$ cat config.mk
export PLATFORM = sky130hd
export DESIGN_NAME = flash_lock_mgr
export DESIGN_NICKNAME = d
export VERILOG_FILES = /design/src/rtl/flk_pkg.sv /design/src/rtl/flk_addr_regs.sv /design/src/rtl/flk_state_array.sv /design/src/rtl/flk_walker.sv /design/src/rtl/flash_lock_mgr.sv
export SDC_FILE = /design/constraint.sdc
export NUM_CORES = 1
export LEC_CHECK = 0
export BUFFER_PORTS_ARGS = -buffer_cell sky130_fd_sc_hd__buf_2
export CAP_MARGIN = 40
export CORE_ASPECT_RATIO = 2
export CORE_MARGIN = 5
export CORE_UTILIZATION = 40
export DETAILED_ROUTE_END_ITERATION = 16
export GPL_TIMING_DRIVEN = 0
export PLACE_DENSITY_LB_ADDON = 0.3
export SLEW_MARGIN = 20
export SYNTH_ARGS = -nofsm -noshare
export SYNTH_HDL_FRONTEND = slang
export SYNTH_SLANG_ARGS = --single-unit
$ cat constraint.sdc
create_clock -name clk -period 3.83 [get_ports clk]
set_clock_uncertainty 0.1 [all_clocks]
set_input_delay 0.383 -clock clk [delete_from_list [all_inputs] [get_ports clk]]
set_output_delay 0.383 -clock clk [all_outputs]
set_load 0.03 [all_outputs]
$ cat src/rtl/flk_pkg.sv
package flk_pkg;

    typedef logic [2:0] lk_state_t;

    localparam lk_state_t LK_TIGHT    = 3'b001;
    localparam lk_state_t LK_LOCKED   = 3'b010;
    localparam lk_state_t LK_UNLOCKED = 3'b100;

    typedef enum logic [1:0] {
        OP_UNLOCK     = 2'd0,
        OP_UNLOCK_ALL = 2'd1,
        OP_LOCK       = 2'd2,
        OP_TIGHT      = 2'd3
    } lk_op_t;

    localparam logic [7:0] CODE_UNLOCK     = 8'h23;
    localparam logic [7:0] CODE_UNLOCK_ALL = 8'h27;
    localparam logic [7:0] CODE_LOCK       = 8'h2A;
    localparam logic [7:0] CODE_TIGHT      = 8'h2C;

    // Target state of one block under one operation, honouring the stickiness rules.
    function automatic lk_state_t lk_apply(lk_op_t op, lk_state_t cur);
        lk_state_t nxt;
        nxt = cur;
        unique case (op)
            OP_UNLOCK, OP_UNLOCK_ALL: if (cur != LK_TIGHT)    nxt = LK_UNLOCKED;
            OP_LOCK:                  if (cur != LK_TIGHT)    nxt = LK_LOCKED;
            OP_TIGHT:                 if (cur != LK_UNLOCKED) nxt = LK_TIGHT;
            default:                  nxt = cur;
        endcase
        return nxt;
    endfunction

endpackage

$ cat src/rtl/flk_addr_regs.sv
module flk_addr_regs #(
    parameter int NUM_BLOCKS = 16,
    parameter int AW         = 8
) (
    input  logic          clk,
    input  logic          rst_n,
    input  logic          wr,
    input  logic          sel,
    input  logic [AW-1:0] wdata,
    output logic [AW-1:0] first_q,
    output logic [AW-1:0] last_q
);

    localparam logic [AW-1:0] IDX_MASK = AW'(NUM_BLOCKS - 1);

    typedef struct packed {
        logic [AW-1:0] first;
        logic [AW-1:0] last;
    } regs_t;

    regs_t q, d;

    always_comb begin
        d = q;
        if (wr) begin
            if (!sel) begin
                d.first = wdata & IDX_MASK;
                d.last  = wdata & IDX_MASK;
            end else begin
                d.last  = wdata;
            end
        end
    end

    always_ff @(posedge clk or negedge rst_n) begin
        if (!rst_n) q <= '0;
        else        q <= d;
    end

    assign first_q = q.first;
    assign last_q  = q.last;

    // a first-index write leaves both registers equal
    a_r8_copy_to_last: assert property (@(posedge clk) disable iff (!rst_n)
        (wr && !sel) |=> (last_q == first_q));

    // a last-index write leaves the first-index register alone
    a_r8_last_only: assert property (@(posedge clk) disable iff (!rst_n)
        (wr && sel) |=> $stable(first_q));

endmodule

$ cat src/rtl/flk_state_array.sv
module flk_state_array
    import flk_pkg::*;
#(
    parameter int NUM_BLOCKS = 16,
    parameter int AW         = 8
) (
    input  logic          clk,
    input  logic          rst_n,
    input  logic          wr_en,
    input  logic [AW-1:0] wr_idx,
    input  lk_state_t     wr_val,
    input  logic [AW-1:0] rd_idx,
    output lk_state_t     rd_val,
    input  logic [AW-1:0] q_idx,
    output lk_state_t     q_val
);

    lk_state_t st_q [NUM_BLOCKS];

    for (genvar i = 0; i < NUM_BLOCKS; i++) begin : g_blk
        lk_state_t st_d;

        always_comb begin
            st_d = st_q[i];
            if (wr_en && (wr_idx == AW'(i))) st_d = wr_val;
        end

        always_ff @(posedge clk or negedge rst_n) begin
            if (!rst_n) st_q[i] <= LK_LOCKED;
            else        st_q[i] <= st_d;
        end

        // storage always holds a single one-hot state
        a_r2_onehot: assert property (@(posedge clk) disable iff (!rst_n)
            $countones(st_q[i]) == 1);

        // once lock-tight, a block stays lock-tight until reset
        a_r4_tight_sticky: assert property (@(posedge clk) disable iff (!rst_n)
            (st_q[i] == LK_TIGHT) |=> (st_q[i] == LK_TIGHT));

        // an unlocked block never moves straight to lock-tight
        a_r5_no_unlocked_to_tight: assert property (@(posedge clk) disable iff (!rst_n)
            (st_q[i] == LK_UNLOCKED) |=> (st_q[i] != LK_TIGHT));
    end

    always_comb begin
        rd_val = '0;
        q_val  = '0;
        for (int i = 0; i < NUM_BLOCKS; i++) begin
            if (rd_idx == AW'(i)) rd_val = st_q[i];
            if (q_idx  == AW'(i)) q_val  = st_q[i];
        end
    end

endmodule

$ cat src/rtl/flk_walker.sv
module flk_walker #(
    parameter int NUM_BLOCKS = 16,
    parameter int AW         = 8
) (
    input  logic          clk,
    input  logic          rst_n,
    input  logic          start,
    input  logic [AW-1:0] first,
    input  logic [AW-1:0] last,
    output logic          busy,
    output logic          done,
    output logic          err,
    output logic          step_valid,
    output logic [AW-1:0] step_idx
);

    localparam logic [AW:0] NB_EXT = (AW + 1)'(NUM_BLOCKS);

    typedef struct packed {
        logic          busy;
        logic          done;
        logic          err;
        logic [AW-1:0] cur;
        logic [AW-1:0] last;
    } walk_t;

    walk_t q, d;
    logic  past_end;
    logic  out_of_range;

    always_comb begin
        past_end     = q.cur > q.last;
        out_of_range = {1'b0, q.cur} >= NB_EXT;
        d      = q;
        d.done = 1'b0;
        if (start) begin
            d.busy = 1'b1;
            d.err  = 1'b0;
            d.cur  = first;
            d.last = last;
        end else if (q.busy) begin
            if (past_end) begin
                d.busy = 1'b0;
                d.done = 1'b1;
            end else if (out_of_range) begin
                d.busy = 1'b0;
                d.done = 1'b1;
                d.err  = 1'b1;
            end else if (q.cur == q.last) begin
                d.busy = 1'b0;
                d.done = 1'b1;
            end else begin
                d.cur = q.cur + 1'b1;
            end
        end
    end

    always_ff @(posedge clk or negedge rst_n) begin
        if (!rst_n) q <= '0;
        else        q <= d;
    end

    assign busy       = q.busy;
    assign done       = q.done;
    assign err        = q.err;
    assign step_valid = q.busy && !past_end && !out_of_range;
    assign step_idx   = q.cur;

    // busy only ends with a done pulse
    a_r9_end_with_done: assert property (@(posedge clk) disable iff (!rst_n)
        $fell(busy) |-> done);

    // done is a single-cycle pulse
    a_r9_done_pulse: assert property (@(posedge clk) disable iff (!rst_n)
        done |=> !done);

    // the error flag only rises as a walk finishes
    a_r6_err_at_end: assert property (@(posedge clk) disable iff (!rst_n)
        $rose(err) |-> done);

    // the walk index advances by one per busy cycle
    a_r9_one_per_cycle: assert property (@(posedge clk) disable iff (!rst_n)
        (busy && !start && $past(busy) && !done && $past(step_valid))
            |-> (step_idx == $past(step_idx) + 1'b1));

endmodule

$ cat src/rtl/flash_lock_mgr.sv
module flash_lock_mgr
    import flk_pkg::*;
#(
    parameter int NUM_BLOCKS = 16,
    parameter int AW         = 8
) (
    input  logic          clk,
    input  logic          rst_n,
    input  logic          cmd_valid,
    input  logic [7:0]    cmd_op,
    input  logic          reg_wr,
    input  logic          reg_sel,
    input  logic [AW-1:0] reg_wdata,
    output logic [AW-1:0] start_addr,
    output logic [AW-1:0] end_addr,
    output logic          busy,
    output logic          done,
    output logic          cmd_err,
    output logic [15:0]   wp_status,
    input  logic [AW-1:0] q_idx,
    output logic [2:0]    q_state
);

    localparam logic [15:0]   WP_RESET = 16'h0002;
    localparam logic [AW-1:0] LAST_BLK = AW'(NUM_BLOCKS - 1);

    typedef struct packed {
        lk_op_t      op;
        logic [15:0] wp;
    } ctl_t;

    ctl_t          q, d;
    logic          known;
    lk_op_t        dec_op;
    logic          accept;
    logic [AW-1:0] walk_first;
    logic [AW-1:0] walk_last;
    logic          step_valid;
    logic [AW-1:0] step_idx;
    lk_state_t     cur_state;
    lk_state_t     new_state;
    logic          changed;
    lk_state_t     q_val;

    always_comb begin
        known  = 1'b1;
        dec_op = OP_UNLOCK;
        unique case (cmd_op)
            CODE_UNLOCK:     dec_op = OP_UNLOCK;
            CODE_UNLOCK_ALL: dec_op = OP_UNLOCK_ALL;
            CODE_LOCK:       dec_op = OP_LOCK;
            CODE_TIGHT:      dec_op = OP_TIGHT;
            default:         known  = 1'b0;
        endcase
        accept = cmd_valid && known && !busy;
        if (dec_op == OP_UNLOCK_ALL) begin
            walk_first = '0;
            walk_last  = LAST_BLK;
        end else begin
            walk_first = start_addr;
            walk_last  = end_addr;
        end
    end

    always_comb begin
        new_state = lk_apply(q.op, cur_state);
        changed   = step_valid && (new_state != cur_state);
        d = q;
        if (accept)  d.op = dec_op;
        if (changed) d.wp = {13'b0, new_state};
    end

    always_ff @(posedge clk or negedge rst_n) begin
        if (!rst_n) begin
            q.op <= OP_UNLOCK;
            q.wp <= WP_RESET;
        end else begin
            q <= d;
        end
    end

    flk_addr_regs #(.NUM_BLOCKS(NUM_BLOCKS), .AW(AW)) u_regs (
        .clk     (clk),
        .rst_n   (rst_n),
        .wr      (reg_wr),
        .sel     (reg_sel),
        .wdata   (reg_wdata),
        .first_q (start_addr),
        .last_q  (end_addr)
    );

    flk_walker #(.NUM_BLOCKS(NUM_BLOCKS), .AW(AW)) u_walk (
        .clk        (clk),
        .rst_n      (rst_n),
        .start      (accept),
        .first      (walk_first),
        .last       (walk_last),
        .busy       (busy),
        .done       (done),
        .err        (cmd_err),
        .step_valid (step_valid),
        .step_idx   (step_idx)
    );

    flk_state_array #(.NUM_BLOCKS(NUM_BLOCKS), .AW(AW)) u_arr (
        .clk    (clk),
        .rst_n  (rst_n),
        .wr_en  (changed),
        .wr_idx (step_idx),
        .wr_val (new_state),
        .rd_idx (step_idx),
        .rd_val (cur_state),
        .q_idx  (q_idx),
        .q_val  (q_val)
    );

    assign wp_status = q.wp;
    assign q_state   = q_val;

    // the status register only moves after a block handled in the walk
    a_r7_wp_on_step: assert property (@(posedge clk) disable iff (!rst_n)
        !$stable(wp_status) |-> $past(step_valid));

    // the status register always carries a one-hot state in its low bits
    a_r7_wp_shape: assert property (@(posedge clk) disable iff (!rst_n)
        (wp_status[15:3] == '0) && ($countones(wp_status[2:0]) == 1));

    // a command offered during a walk does not replace the active operation
    a_r10_hold_op: assert property (@(posedge clk) disable iff (!rst_n)
        (busy && cmd_valid) |=> $stable(q.op));

endmodule

==> results by group <==
Status
  – Status: finished clean

Global route
  – Global-route wire length before repair: 25.4 mm
  – Gr ovfl total: 0
  – Total track usage: 20.7%
  – Largest net degree at the start of global routing: 59
  – Initial antenna violation count: 0
  – Vias in the first global route: 4655

Routing
  – Drt pass-1 iters: 5
  – Drt initial violations: 235
  – WL final: 16.4 mm
  – Via/cell ratio: 5.91
  – Vias: 4383
  – Residual DRC: 0
  – Routed Antenna Nets: 0
  – WL/cell: 22.1 um

Power
  – Leakage: 2.87 nW
  – Power Dens Cells: 410 nW/um2
  – Overall Power: 2.62 mW
  – Maximum vdd drop: 0.249 mV

Synth
  – Synth Cell Area: 5450 um2
  – Synth Instances: 500
  – Top FF cell, synth: dfrtp_1
  – Synth Register Bits: 84
  – Async S/R FF share, synth: 100%
  – EDFF count, synth: 0
  – Sequential area share after synthesis: 39.0%
  – Yosys warnings: 0
  – Post-synthesis cell type count: 76
  – Avg Cell Area, Syn: 10.9 um2

STA
  – Final Cycle Share: 95.7%
  – Minimum clock period: 3.67 ns
  – FMAX: 273 MHz
  – Final Max Slew Viols: 0
  – Final setup violation count: 0
  – RSZ-0062 raised after global routing: false
  – Worst-margin pin slew: 0.709 ns
  – Slew HR: 52.8%
  – Final hold vios: 0

Critical path
  – Critical path endpoint category: flip-flop
  – CP Launch Point: u_walk.step_idx[1]
  – RR Startpoint: u_walk.step_idx[1]
  – Max Fanout on Critical Path: 10
  – Worst EP required: 4.01 ns
  – Critical path type: flip-flop to flip-flop
  – CP Data Arrival Time: 3.85 ns
  – Startpoint types: flip-flop

Finish
  – Antenna cell count: 0
  – Post-layout nets: 622
  – Layout area overhead: 17.2%
  – Fin util: 47.5%
  – Share of cells above drive strength 1: 37.5%

Floorplanning
  – Core Region: 13400 um2
  – # IOs: 67
  – Die Area: 16200 um2
  – Die Span X: 92.5 um
  – Row cnt: 60
  – DIE HEIGHT: 175 um
  – Starting Density: 40.5%

Clock tree
  – CTS Buf Count: 9
  – Worst-Skew Late Latency: 0.35 ns
  – Num Clock Sinks: 84
  – Maximum clock path buffer count: 2
  – Clk Tree Root Cell: clkbuf_16
  – Clock slew at reported path FFs: 0.06 ns
  – CTS H-tree depth: 3
  – CTS tree: built

Worst hold path
  – Hold Crit Start: reg_wdata[7]
  – Min-Delay Path Class: input port to flip-flop

Placement
  – GPL Wtd Cong: 0.981
  – Port Buffer Count: 47
  – Post-DP HPWL: 13.0 mm

Flow run
  – Max-cap viol count: 0
[layout make-up]
type	count	area (um2)
Fill cell	1252	7050
Multi-Input combinational cell	359	3060
Sequential cell	84	2120
Buffer	47	317
Timing Repair Buffer	54	308
Clock buffer	11	233
Tap cell	155	194
Inverter	26	97.6
Clock inverter	5	55.1
[layer usage]
layer	routed length (um)	GRT usage [%]
met2	9130	40.0
met1	5280	19.0
met4	1220	14.0
met5	0	0
met3	763	3.45
[synth_stat cells (6+ instances only)]
| master | number | area (um2) |
|---|---|---|
| buf_4 | 22 | 165 |
| mux2_2 | 52 | 586 |
| mux4_2 | 7 | 158 |
| nand4_4 | 9 | 191 |
| nand2b_1 | 7 | 43.8 |
| nor2b_1 | 14 | 87.6 |
| inv_1 | 26 | 97.6 |
| mux2i_1 | 6 | 60.1 |
| clkbuf_1 | 17 | 63.8 |
| mux2_1 | 7 | 78.8 |
| ha_1 | 12 | 150 |
| a21oi_1 | 21 | 105 |
| o22ai_1 | 12 | 75.1 |
| nand2_1 | 27 | 101 |
| nor2_1 | 22 | 82.6 |
| o21ai_0 | 21 | 105 |
| nand3b_1 | 6 | 45.0 |
| dfrtp_1 | 67 | 1680 |
| nand3_1 | 7 | 35.0 |
| dfstp_2 | 17 | 447 |
[final timing paths]
kind,slack [ns],end,cells past startpoint
setup / recovery,0.16,u_arr.st_q[9],13
hold / removal,0.17,u_regs.last_q[7],3
setup reg to reg,0.16,u_arr.st_q[9],13
hold reg to reg,0.41,wp_status[0],1
max in group asynchronous,2.57,u_arr.st_q[1],3
min in group asynchronous,0.39,u_walk.done,2
[timing repair]
action | in CTS | in global routing
buffers inserted | 0 | 0
endpoints found under the setup margin | 37 | 51
hold buffers | 1 | 0
pin swaps | 0 | 2
resized for setup | 7 | 20
endpoints found under the hold margin | 18 | 0
[state kept, by name, indices dropped and copies added (netlist names), 2 cells and up]
register         cells
u_regs.first_q       4
u_regs.last_q        8
u_walk.q             8
u_walk.step_idx      8
wp_status            3
u_arr.st_q          48
q                    2
[power by group]
part	internal, mW	total, mW	switching (mW)
Clock	0.503	0.862	0.359
Sequential	0.938	0.983	0.0458
Combinational	0.279	0.773	0.493
[kinds of logic (layout without fill, tap and decap cells)]
| logic type | after synthesis | after routing | share of synthesized area, % |
|---|---|---|---|
| mux | 73 | 73 | 16.5 |
| compound gates | 113 | 113 | 14.7 |
| xor+xnor | 1 | 1 | 0.161 |
| other cells | 1 | 17 | 0.0688 |
| fa+ha+maj | 12 | 12 | 2.76 |
| simple gates | 143 | 143 | 19.4 |
| buf+inv | 73 | 143 | 7.42 |
| flops | 84 | 84 | 39.0 |
[per-stage QoR]
| stage | setup TNS, ns | instance area (um2) | hold slack, ns | worst slack, ns | std cells |
|---|---|---|---|---|---|
| after detailed placement | -6.05 | 6000 | 0.228 | -0.311 | 723 |
| after CTS | 0 | 6320 | 0.171 | 0.0389 | 740 |
| after global routing | 0 | 6380 | 0.183 | 0.00719 | 741 |
| after floorplan | 0 | 5510 | -0.0126 | 0.721 | 516 |
| final | 0 | 6380 | 0.174 | 0.164 | 741 |
| after global placement | -27.04 | 5940 | 0.392 | -0.861 | 718 |
[layout by cell type (no fill, tap or decap), types with 17 or more instances in the layout]
cell	n
buf_4	26
conb_1	17
o21ai_0	21
buf_2	50
nor2_1	21
inv_1	26
dfstp_2	17
mux2_2	52
dfrtp_1	66
a21oi_1	21
nand2_1	27
[worst max-delay path, stage by stage, from the launching register on]
cell	delay, ns
dfrtp_2	0.41
inv_1	0.07
ha_1	0.27
buf_6	0.18
clkbuf_2	0.21
nand3b_1	0.26
a211oi_4	0.29
o21ai_0	0.13
a211oi_2	0.37
nor2_2	0.13
a21oi_1	0.17
a2bb2oi_2	0.43
buf_2	0.35
mux2_2	0.19
Note: power is estimated with default switching activity, not from simulation.
